### src/rtl/hyst_trigger_pkg.sv
package hyst_trigger_pkg;

  // Detector state: off (disarmed), hunting for the re-arm condition, ready to fire.
  typedef enum logic [1:0] {
    ST_OFF   = 2'd0,
    ST_HUNT  = 2'd1,
    ST_READY = 2'd2
  } trigState_e;

  // Condition flags produced by the datapath each cycle.
  typedef struct packed {
    logic fireHit;    // valid sample on the firing side of the level
    logic rearmHit;   // valid sample beyond the hysteresis band
    logic qualLevel;  // synchronized pin high for at least the minimum width
    logic qualEdge;   // first cycle of qualLevel
  } dpFlags_t;

  // Strobes from control to datapath.
  typedef struct packed {
    logic runClear;   // hold the run counter at zero while disarmed
  } ctrlStrb_t;

endpackage

### src/rtl/hyst_trigger_dp.sv
module hyst_trigger_dp
  import hyst_trigger_pkg::*;
#(
  parameter int SAMPLE_W    = 14,
  parameter int CNT_W       = 10,
  parameter int SYNC_STAGES = 2
) (
  input  logic                clk,
  input  logic                rstN,
  input  logic                slopeFall,
  input  logic [SAMPLE_W-1:0] sampleIn,
  input  logic                sampleValid,
  input  logic [SAMPLE_W-1:0] trigLevel,
  input  logic [SAMPLE_W-1:0] hystWidth,
  input  logic [CNT_W-1:0]    minWidth,
  input  logic                digIn,
  input  ctrlStrb_t           strb,
  output dpFlags_t            flags
);

  localparam int EXT_W = SAMPLE_W + 2;
  localparam logic signed [EXT_W-1:0] MAX_EXT = EXT_W'((64'sd1 <<< (SAMPLE_W - 1)) - 64'sd1);
  localparam logic signed [EXT_W-1:0] MIN_EXT = -MAX_EXT - EXT_W'(1);
  localparam logic [CNT_W-1:0] CNT_ONE = CNT_W'(1);
  localparam logic [CNT_W-1:0] CNT_MAX = '1;

  // ---------------- analog comparison path ----------------
  logic signed [EXT_W-1:0] sampleExt, levelExt, hystExt;
  logic signed [EXT_W-1:0] lowRaw, highRaw, lowSat, highSat;

  assign sampleExt = {{2{sampleIn[SAMPLE_W-1]}}, sampleIn};
  assign levelExt  = {{2{trigLevel[SAMPLE_W-1]}}, trigLevel};
  assign hystExt   = {2'b00, hystWidth};
  assign lowRaw    = levelExt - hystExt;
  assign highRaw   = levelExt + hystExt;

  // Clamp the band limits to the representable sample range.
  always_comb begin
    lowSat  = (lowRaw  < MIN_EXT) ? MIN_EXT : lowRaw;
    highSat = (highRaw > MAX_EXT) ? MAX_EXT : highRaw;
  end

  logic atOrPast, beyondBand;
  always_comb begin
    if (slopeFall) begin
      atOrPast   = (sampleExt <= levelExt);
      beyondBand = (sampleExt >  highSat);
    end else begin
      atOrPast   = (sampleExt >= levelExt);
      beyondBand = (sampleExt <  lowSat);
    end
  end

  assign flags.fireHit  = sampleValid && atOrPast;
  assign flags.rearmHit = sampleValid && beyondBand;

  // the band limits bracket the level and never wrap past it.
  a_r6_band_ordered: assert property (@(posedge clk) disable iff (!rstN)
    (lowSat <= levelExt) && (levelExt <= highSat));

  // ---------------- digital pin path ----------------
  logic [SYNC_STAGES-1:0] syncChain;
  generate
    for (genvar gi = 0; gi < SYNC_STAGES; gi++) begin : g_sync
      if (gi == 0) begin : g_first
        always_ff @(posedge clk or negedge rstN) begin
          if (!rstN) syncChain[gi] <= 1'b0;
          else       syncChain[gi] <= digIn;
        end
      end else begin : g_next
        always_ff @(posedge clk or negedge rstN) begin
          if (!rstN) syncChain[gi] <= 1'b0;
          else       syncChain[gi] <= syncChain[gi-1];
        end
      end
    end
  endgenerate

  logic syncHi;
  assign syncHi = syncChain[SYNC_STAGES-1];

  // Run counter: number of earlier consecutive high cycles, saturating.
  logic [CNT_W-1:0] runCnt;
  always_ff @(posedge clk or negedge rstN) begin
    if (!rstN)                        runCnt <= '0;
    else if (strb.runClear || !syncHi) runCnt <= '0;
    else if (runCnt != CNT_MAX)       runCnt <= runCnt + CNT_ONE;
  end

  logic [CNT_W:0] runThis;
  logic           qualNow, qualPrev;
  assign runThis = {1'b0, runCnt} + {{CNT_W{1'b0}}, 1'b1};
  assign qualNow = syncHi && !strb.runClear && (runThis >= {1'b0, minWidth});

  always_ff @(posedge clk or negedge rstN) begin
    if (!rstN) qualPrev <= 1'b0;
    else       qualPrev <= qualNow;
  end

  assign flags.qualLevel = qualNow;
  assign flags.qualEdge  = qualNow && !qualPrev;

  // with a minimum above one, qualification can only begin after a high cycle.
  a_r10_qual_after_high: assert property (@(posedge clk) disable iff (!rstN)
    ($rose(qualNow) && $stable(minWidth) && (minWidth > CNT_ONE)) |-> $past(syncHi));

endmodule

### src/rtl/hyst_trigger_ctrl.sv
module hyst_trigger_ctrl
  import hyst_trigger_pkg::*;
(
  input  logic      clk,
  input  logic      rstN,
  input  logic      armEn,
  input  logic      modeDigital,
  input  logic      digLevel,
  input  dpFlags_t  flags,
  output ctrlStrb_t strb,
  output logic      trigOut
);

  trigState_e state, stateNext;
  logic       armed, trigNext, holdKind;

  assign armed = (state != ST_OFF);

  always_comb begin
    stateNext = state;
    if (!armEn) begin
      stateNext = ST_OFF;
    end else begin
      unique case (state)
        ST_OFF:   stateNext = ST_HUNT;
        ST_HUNT:  if (!modeDigital && flags.rearmHit) stateNext = ST_READY;
        ST_READY: if (!modeDigital && flags.fireHit)  stateNext = ST_HUNT;
        default:  stateNext = ST_OFF;
      endcase
    end
  end

  always_comb begin
    trigNext = 1'b0;
    if (armEn && armed) begin
      if (modeDigital) trigNext = digLevel ? flags.qualLevel : flags.qualEdge;
      else             trigNext = (state == ST_READY) && flags.fireHit;
    end
  end

  always_ff @(posedge clk or negedge rstN) begin
    if (!rstN) begin
      state    <= ST_OFF;
      trigOut  <= 1'b0;
      holdKind <= 1'b0;
    end else begin
      state    <= stateNext;
      trigOut  <= trigNext;
      holdKind <= armEn && armed && modeDigital && digLevel;
    end
  end

  assign strb.runClear = !armed;

  // a low arm input silences the output in the following cycle.
  a_r1_quiet_when_off: assert property (@(posedge clk) disable iff (!rstN)
    !armEn |=> !trigOut);

  // in analog mode nothing fires unless the detector was ready.
  a_r4_hunt_blocks_fire: assert property (@(posedge clk) disable iff (!rstN)
    (armEn && !modeDigital && state != ST_READY) |=> !trigOut);

  // pulse-type triggers last one cycle.
  a_r8_single_pulse: assert property (@(posedge clk) disable iff (!rstN)
    (trigOut && !holdKind) |=> !trigOut);

  // leaving the disarmed state always goes through hunting.
  a_r11_rearm_via_hunt: assert property (@(posedge clk) disable iff (!rstN)
    (state == ST_OFF) |=> (state != ST_READY));

endmodule

### src/rtl/hyst_trigger.sv
module hyst_trigger
  import hyst_trigger_pkg::*;
#(
  parameter int SAMPLE_W    = 14,
  parameter int CNT_W       = 10,
  parameter int SYNC_STAGES = 2
) (
  input  logic                clk,
  input  logic                rstN,
  input  logic                armEn,
  input  logic                modeDigital,
  input  logic                slopeFall,
  input  logic                digLevel,
  input  logic [SAMPLE_W-1:0] sampleIn,
  input  logic                sampleValid,
  input  logic [SAMPLE_W-1:0] trigLevel,
  input  logic [SAMPLE_W-1:0] hystWidth,
  input  logic [CNT_W-1:0]    minWidth,
  input  logic                digIn,
  output logic                trigOut
);

  dpFlags_t  flags;
  ctrlStrb_t strb;

  hyst_trigger_dp #(
    .SAMPLE_W   (SAMPLE_W),
    .CNT_W      (CNT_W),
    .SYNC_STAGES(SYNC_STAGES)
  ) u_dp (
    .clk        (clk),
    .rstN       (rstN),
    .slopeFall  (slopeFall),
    .sampleIn   (sampleIn),
    .sampleValid(sampleValid),
    .trigLevel  (trigLevel),
    .hystWidth  (hystWidth),
    .minWidth   (minWidth),
    .digIn      (digIn),
    .strb       (strb),
    .flags      (flags)
  );

  hyst_trigger_ctrl u_ctrl (
    .clk        (clk),
    .rstN       (rstN),
    .armEn      (armEn),
    .modeDigital(modeDigital),
    .digLevel   (digLevel),
    .flags      (flags),
    .strb       (strb),
    .trigOut    (trigOut)
  );

endmodule

### config.mk
export PLATFORM = sky130hd
export DESIGN_NAME = hyst_trigger
export DESIGN_NICKNAME = d
export VERILOG_FILES = /design/src/rtl/hyst_trigger_pkg.sv /design/src/rtl/hyst_trigger_dp.sv /design/src/rtl/hyst_trigger_ctrl.sv /design/src/rtl/hyst_trigger.sv
export SDC_FILE = /design/constraint.sdc
export NUM_CORES = 1
export LEC_CHECK = 0
export BUFFER_PORTS_ARGS = -buffer_cell sky130_fd_sc_hd__clkbuf_2
export CAP_MARGIN = 20
export CELL_PAD_IN_SITES_DETAIL_PLACEMENT = 0
export CELL_PAD_IN_SITES_GLOBAL_PLACEMENT = 1
export CORE_MARGIN = 4
export CORE_UTILIZATION = 43
export DETAILED_ROUTE_END_ITERATION = 8
export PLACE_DENSITY_LB_ADDON = 0.1
export RECOVER_POWER = 100
export SETUP_SLACK_MARGIN = 0.4
export SYNTH_ARGS = -nofsm -noshare
export SYNTH_HDL_FRONTEND = slang
export SYNTH_SLANG_ARGS = --single-unit
### constraint.sdc
create_clock -name clk -period 3.4 [get_ports clk]
set_input_delay 0 -clock clk [delete_from_list [all_inputs] [get_ports clk]]
set_output_delay 0 -clock clk [all_outputs]
set_load 0.02 [all_outputs]
Word-level counts from Yosys, hierarchy flattened
Cells that the tools add are included.

cells by class
  $add $sub $neg = 4
  magnitude comparators = 7
  equal/unequal tests = 5
  mux-type cells = 13
  reductions and logical operators = 18

operators by type and width
  cell                                                                               number
  16-bit two-way mux                                                                 2
  10-bit two-way mux                                                                 2
  14-bit by 15-bit adder with 16-bit output                                          1
  14-bit by 16-bit greater-than comparator with 1-bit output                         1
  16-bit by 14-bit greater-than comparator with 1-bit output, second input constant  1
  14-bit by 16-bit < comparator with 1-bit output                                    1
  16-bit by 14-bit < comparator with 1-bit output, second input constant             1
  14-bit by 15-bit subtractor with 16-bit output                                     1
  14-bit greater-or-equal comparator                                                 1
  14-bit <= comparator                                                               1
  10-bit by 1-bit adder with 11-bit output, second input constant                    1
  11-bit by 10-bit greater-or-equal comparator with 1-bit output                     1
  10-bit by 1-bit adder with 10-bit output, second input constant                    1
  10-bit inequality test, second input constant                                      1
  1-bit logical AND                                                                  9
  2-bit two-way mux                                                                  3
  3-bit by 2-bit inequality test with 1-bit output, second input constant            2
  2-bit case mux with 3 select lines                                                 1
  1-bit two-way mux                                                                  5
  1-bit zero test                                                                    4
  2-bit nonzero test                                                                 2
  2-bit by 1-bit equality test with 1-bit output, second input constant              1
  2-bit equality test, second input constant                                         1
  2-bit zero test                                                                    1
  2 further kinds                                                                    2

word-level totals
  bits in registers = 16

Logic depth before layout (Yosys ltp)
  word-level depth = 10
  gate-level depth with buffers = 21

Cells and area by module
A second synthesis with hierarchy kept.

second synthesis, totals
  cell total of the unflattened synthesis = 495
  area, all modules = 3838.7 µm²

modules (own cells, without submodules)
  module             times used  cells an instance  area each (µm²)
  hyst_trigger_dp    1           478                3668.5
  hyst_trigger_ctrl  1           17                 170.2

Worst setup path before layout
Ideal clock, no wire load.

  path kind = in2reg
  start point = input port trigLevel[0]
  end point = register u_ctrl.state[1]
  setup time = 0.132 ns
  arrival = 3.835 ns
  slack = -0.566 ns
  cell stages on the path = 21
  path buffers = 1
  cell sequence = inv_1 > ha_1 > inv_1 > fa_1 > a21oi_1 > o2111ai_1 > a211o_1 > a211o_1 > xnor2_1 > o21bai_1 > clkbuf_1 > nand2_1 > ha_1 > nand4_1 > nor4_1 > a211oi_1 > o211ai_1 > a21boi_0 > mux2i_1 > nor4_2 > o22ai_1

on the way
  word-level cells in the longest chain between the ends = 9
  elaborated cells on any way between the ends = 19
  classes of those cells = 2 x add/sub; 6 x order compare; 2 x eq/ne; 4 x mux; 5 x reduce/logical

ends and longest elaborated chain
  element                                                                                                                               line                                          text
  start: declaration                                                                                                                    hyst_trigger.sv:16                            input logic [SAMPLE_W-1:0] trigLevel,
  14-bit by 15-bit subtractor with 16-bit output / 14-bit by 15-bit adder with 16-bit output (equally long branches)                    hyst_trigger_dp.sv:34, hyst_trigger_dp.sv:35
  16-bit by 14-bit < comparator with 1-bit output / 16-bit by 14-bit greater-than comparator with 1-bit output (equally long branches)  hyst_trigger_dp.sv:39, hyst_trigger_dp.sv:40
  16-bit two-way mux, on equally long branches                                                                                          hyst_trigger_dp.sv:39, hyst_trigger_dp.sv:40
  14-bit by 16-bit < comparator with 1-bit output / 14-bit by 16-bit greater-than comparator with 1-bit output (equally long branches)  hyst_trigger_dp.sv:50, hyst_trigger_dp.sv:47
  1-bit two-way mux                                                                                                                     hyst_trigger_dp.sv:45                         if (slopeFall) begin
  1-bit logical AND                                                                                                                     hyst_trigger_dp.sv:55                         assign flags.rearmHit = sampleValid && beyondBand;
  1-bit logical AND                                                                                                                     hyst_trigger_ctrl.sv:26                       ST_HUNT: if (!modeDigital && flags.rearmHit) stateNext = ST_READY;
  3-bit by 2-bit inequality test with 1-bit output (no source line)                                                                     n/a
  2-bit AND reduction (no source line) (*)                                                                                              n/a
  end signal: assignment                                                                                                                hyst_trigger_ctrl.sv:47                       state <= stateNext;
  end: declaration                                                                                                                      hyst_trigger_ctrl.sv:14                       trigState_e state, stateNext;

Mark *: on every way between the ends. The rest lies on a longest branch, timed or not.
A chain may end at the register's enable or synchronous reset.

Worst setup path after layout
  start point = input port trigLevel[0]
  end point = register u_ctrl.state[0]

The elaborated chain is that of the path after synthesis.

==> results_dict.tcl <==
set metrics [dict create \
    crit_chain "clkbuf_16 > inv_12 > ha_4 > inv_2 > fa_2 > a21oi_4 > o2111ai_4 > a211o_1 > a211o_1 > xnor2_2 > o21bai_1 > buf_4 > nand2_1 > ha_1 > o211ai_1 > nor4_4 > a211oi_1 > o211ai_1 > a21boi_2 > mux2i_2 > nor4_4 > a31o_1" \
    diodes 0 \
    htreeDepth 1 \
    cp.arrival_ps 3950 \
    yosys_warnings 0 \
    max_stage_delay_ps 420 \
    core-area_um2 8300 \
    cp-start-kind "input port" \
    endpoint_kind "flip-flop" \
    crit_type "in2reg" \
    syn2layout_area_growth_pct 39.2 \
    p_leak_nw 2.79 \
    synth_ff_type "dfrtp_1" \
    drive_gt1_share_pct 33.0 \
    grt_max_degree 17 \
    fin_nets 799 \
    grt_overflow 0 \
    skew_ps 1.09 \
    grt_pass1_vias 3972 \
    synth.top_cell.area_share_pct 28.3 \
    final-hold-violation-count 0 \
    synth_cell_types 60 \
    ir_worst_vdd_mv 0.137 \
    io_pins 61 \
    cts_buffer_depth 2 \
    syn_inst 489 \
    dr.pass1.iters 4 \
    clock.fmax_mhz 262 \
    synth_nets 635 \
    hold_ws_ps 36.0 \
    yosys.area.top_type "ha_1" \
    wire_per_inst_um 13.8 \
    die_h_um 101 \
    reg2reg_slack_ps 770 \
    power_mw 1.23 \
    dp_hpwl_um 9160 \
    period_share_pct 112 \
    outcome "complete, but fails checks" \
    worst-endpoint-required_ps 3540 \
    ys_seq_elements 16 \
    synthArstFlopShare_pct 100 \
    groute.usage.overall_pct 21.2 \
    fin_setup_tns_ps -799 \
    grt_pass1_wl_um 17900 \
    finalCriticalPeriod_ps 3810 \
    synthTopCellsByArea "ha_1, dfrtp_1, inv_1" \
    syn_area_per_cell_um2 7.59 \
    die-area_um2 10200 \
    portBuffers 60 \
    hold_class "in2reg" \
    power_density_nw_per_um2 239 \
    place_congestion 0.843 \
    drt-total-wl_um 10400 \
    final_max_slew_viol_count 0 \
    die-width_um 101 \
    vias 3872 \
    slew_headroom_pct 41.6 \
    start_util_pct 44.7 \
    finalSetupViolCount 2 \
    clk-insertion-delay-late_ps 250 \
    antenna_found_initial 0 \
    syn-cell-area_um2 3710 \
    crit_slowest_cell "fa_2" \
    avgViaCountPerCell 5.11 \
    drc 0 \
    seq_area_frac_synth_pct 10.8 \
    setup_ws_ps -414 \
    rsz0062_at_grt "true" \
    cts_root_buf "clkbuf_8" \
    worst_pin_slew_ps 876 \
    cts_made_buffers 3 \
    cp_max_fo 7 \
    synth_edf_count 0 \
    cts.sinks 16 \
    violations "setup timing" \
    cap_violations 0 \
    ant_nets 0 \
    rows 33 \
    drt-initial-drc-count 126 \
    cts_tree "yes" \
    clk_pin_slew_ps 60 \
]
[final cells by class]
cell class,instances,area (um2)
clock buffers,4,55.1
fillers,754,3140
inverters,66,260
multi-input cells,393,3140
flip-flops and latches,16,400
well taps,105,131
repair buffers,173,1170
[cell usage after synthesis, types with 3 or more instances]
master and count:
and3_1 5, xor2_1 11, a21o_1 10, o21ai_0 17, buf_6 3, nor2_2 8, and2_1 3, clkbuf_1 8
o21bai_1 7, o211ai_1 5, a211o_1 3, o31ai_1 4, mux2i_1 4, nand3_1 18, nor2b_1 10, nand2_1 32
nand4_1 10, a21oi_1 44, o21a_1 4, ha_1 84, nor2_1 30, nand2b_1 10, inv_1 65, dfrtp_1 16
nor3_1 13, o31a_1 3, a21oi_2 3, xnor2_1 16
[flip-flops by register name, summed over array words and instances (netlist names)]
| register | count |
|---|---|
| u_dp.syncChain | 1 |
| u_ctrl.state | 2 |
| u_dp.syncHi | 1 |
| u_ctrl.trigOut | 1 |
| u_dp.qualPrev | 1 |
| u_dp.runCnt | 10 |
[metrics by stage]
stage	area [um2]	worst slack, ps	util [%]	std cells
detailed placement	4900	-803	59.1	745
global route	5160	-664	62.2	757
finish	5160	-414	62.2	757
CTS	5080	-350	61.2	754
global placement	4900	-614	59.1	745
floorplan	3770	-359	-	489
[final timing paths]
check / depth (start not counted) / end / startpoint
setup / recovery: 22 / u_ctrl.state[0] / trigLevel[0]
hold / removal: 2 / u_ctrl.trigOut / armEn
setup reg to reg: 12 / u_ctrl.trigOut / u_dp.runCnt[2]
hold reg to reg: 0 / u_dp.syncHi / u_dp.syncChain[0]
max in group asynchronous: 2 / u_dp.runCnt[8] / rstN
min in group asynchronous: 2 / u_ctrl.trigOut / rstN
[metal layers]
metal	part of all wire (%)	track usage [%]	vias up	wire, um
li1	-	-	2044	-
met1	46	28.0	1752	4840
met2	49	38.4	65	5130
met3	3.3	1.45	11	348
met4	1.1	3.11	0	114
met5	0	0	-	0
[worst max-delay path: cells and delay by family]
kind	cells	cell delay, ps
muxes	1	230
AOI/OAI and AO/OA	10	2130
and+or+nand+nor	3	210
buffers and inverters	4	400
xor gates and xnor gates	1	160
adders and majority gates	3	810
[cells in the final DEF (no fill, tap or decap), types with 11 or more instances in the layout]
cell type    n
inv_1       63
nand2_1     31
ha_1        80
buf_4      111
nor2_1      29
clkbuf_2    57
nand3_1     16
xor2_1      11
xnor2_1     15
dfrtp_1     16
a21oi_1     42
o21ai_0     16
[report_power, final]
group	leakage (nW)	internal (mW)	switching (mW)
Clock	0.0288	0.103	0.0632
Combinational	2.54	0.432	0.428
Sequential	0.215	0.198	0.00732
Total	2.79	0.733	0.499
[cells by family after synthesis]
| group | after synthesis | synth area share (%) |
|---|---|---|
| AO/OA/AOI/OAI | 125 | 22.6 |
| XOR/XNOR | 27 | 6.37 |
| adder cells (fa/ha/maj) | 86 | 29.4 |
| buffers and inverters | 80 | 8.87 |
| flip-flops | 16 | 10.8 |
| multiplexers | 4 | 1.08 |
| AND/OR/NAND/NOR | 151 | 20.9 |
[timing repair]
action / CTS / global route
endpoints found under the setup margin: 2 / 2
hold buffers: 2 / 0
hold endpoints to repair: 17 / 0
setup buffers: 3 / 3
pin swaps: 4 / 4
resized for setup: 14 / 9
(Power assumes the default switching activity.)
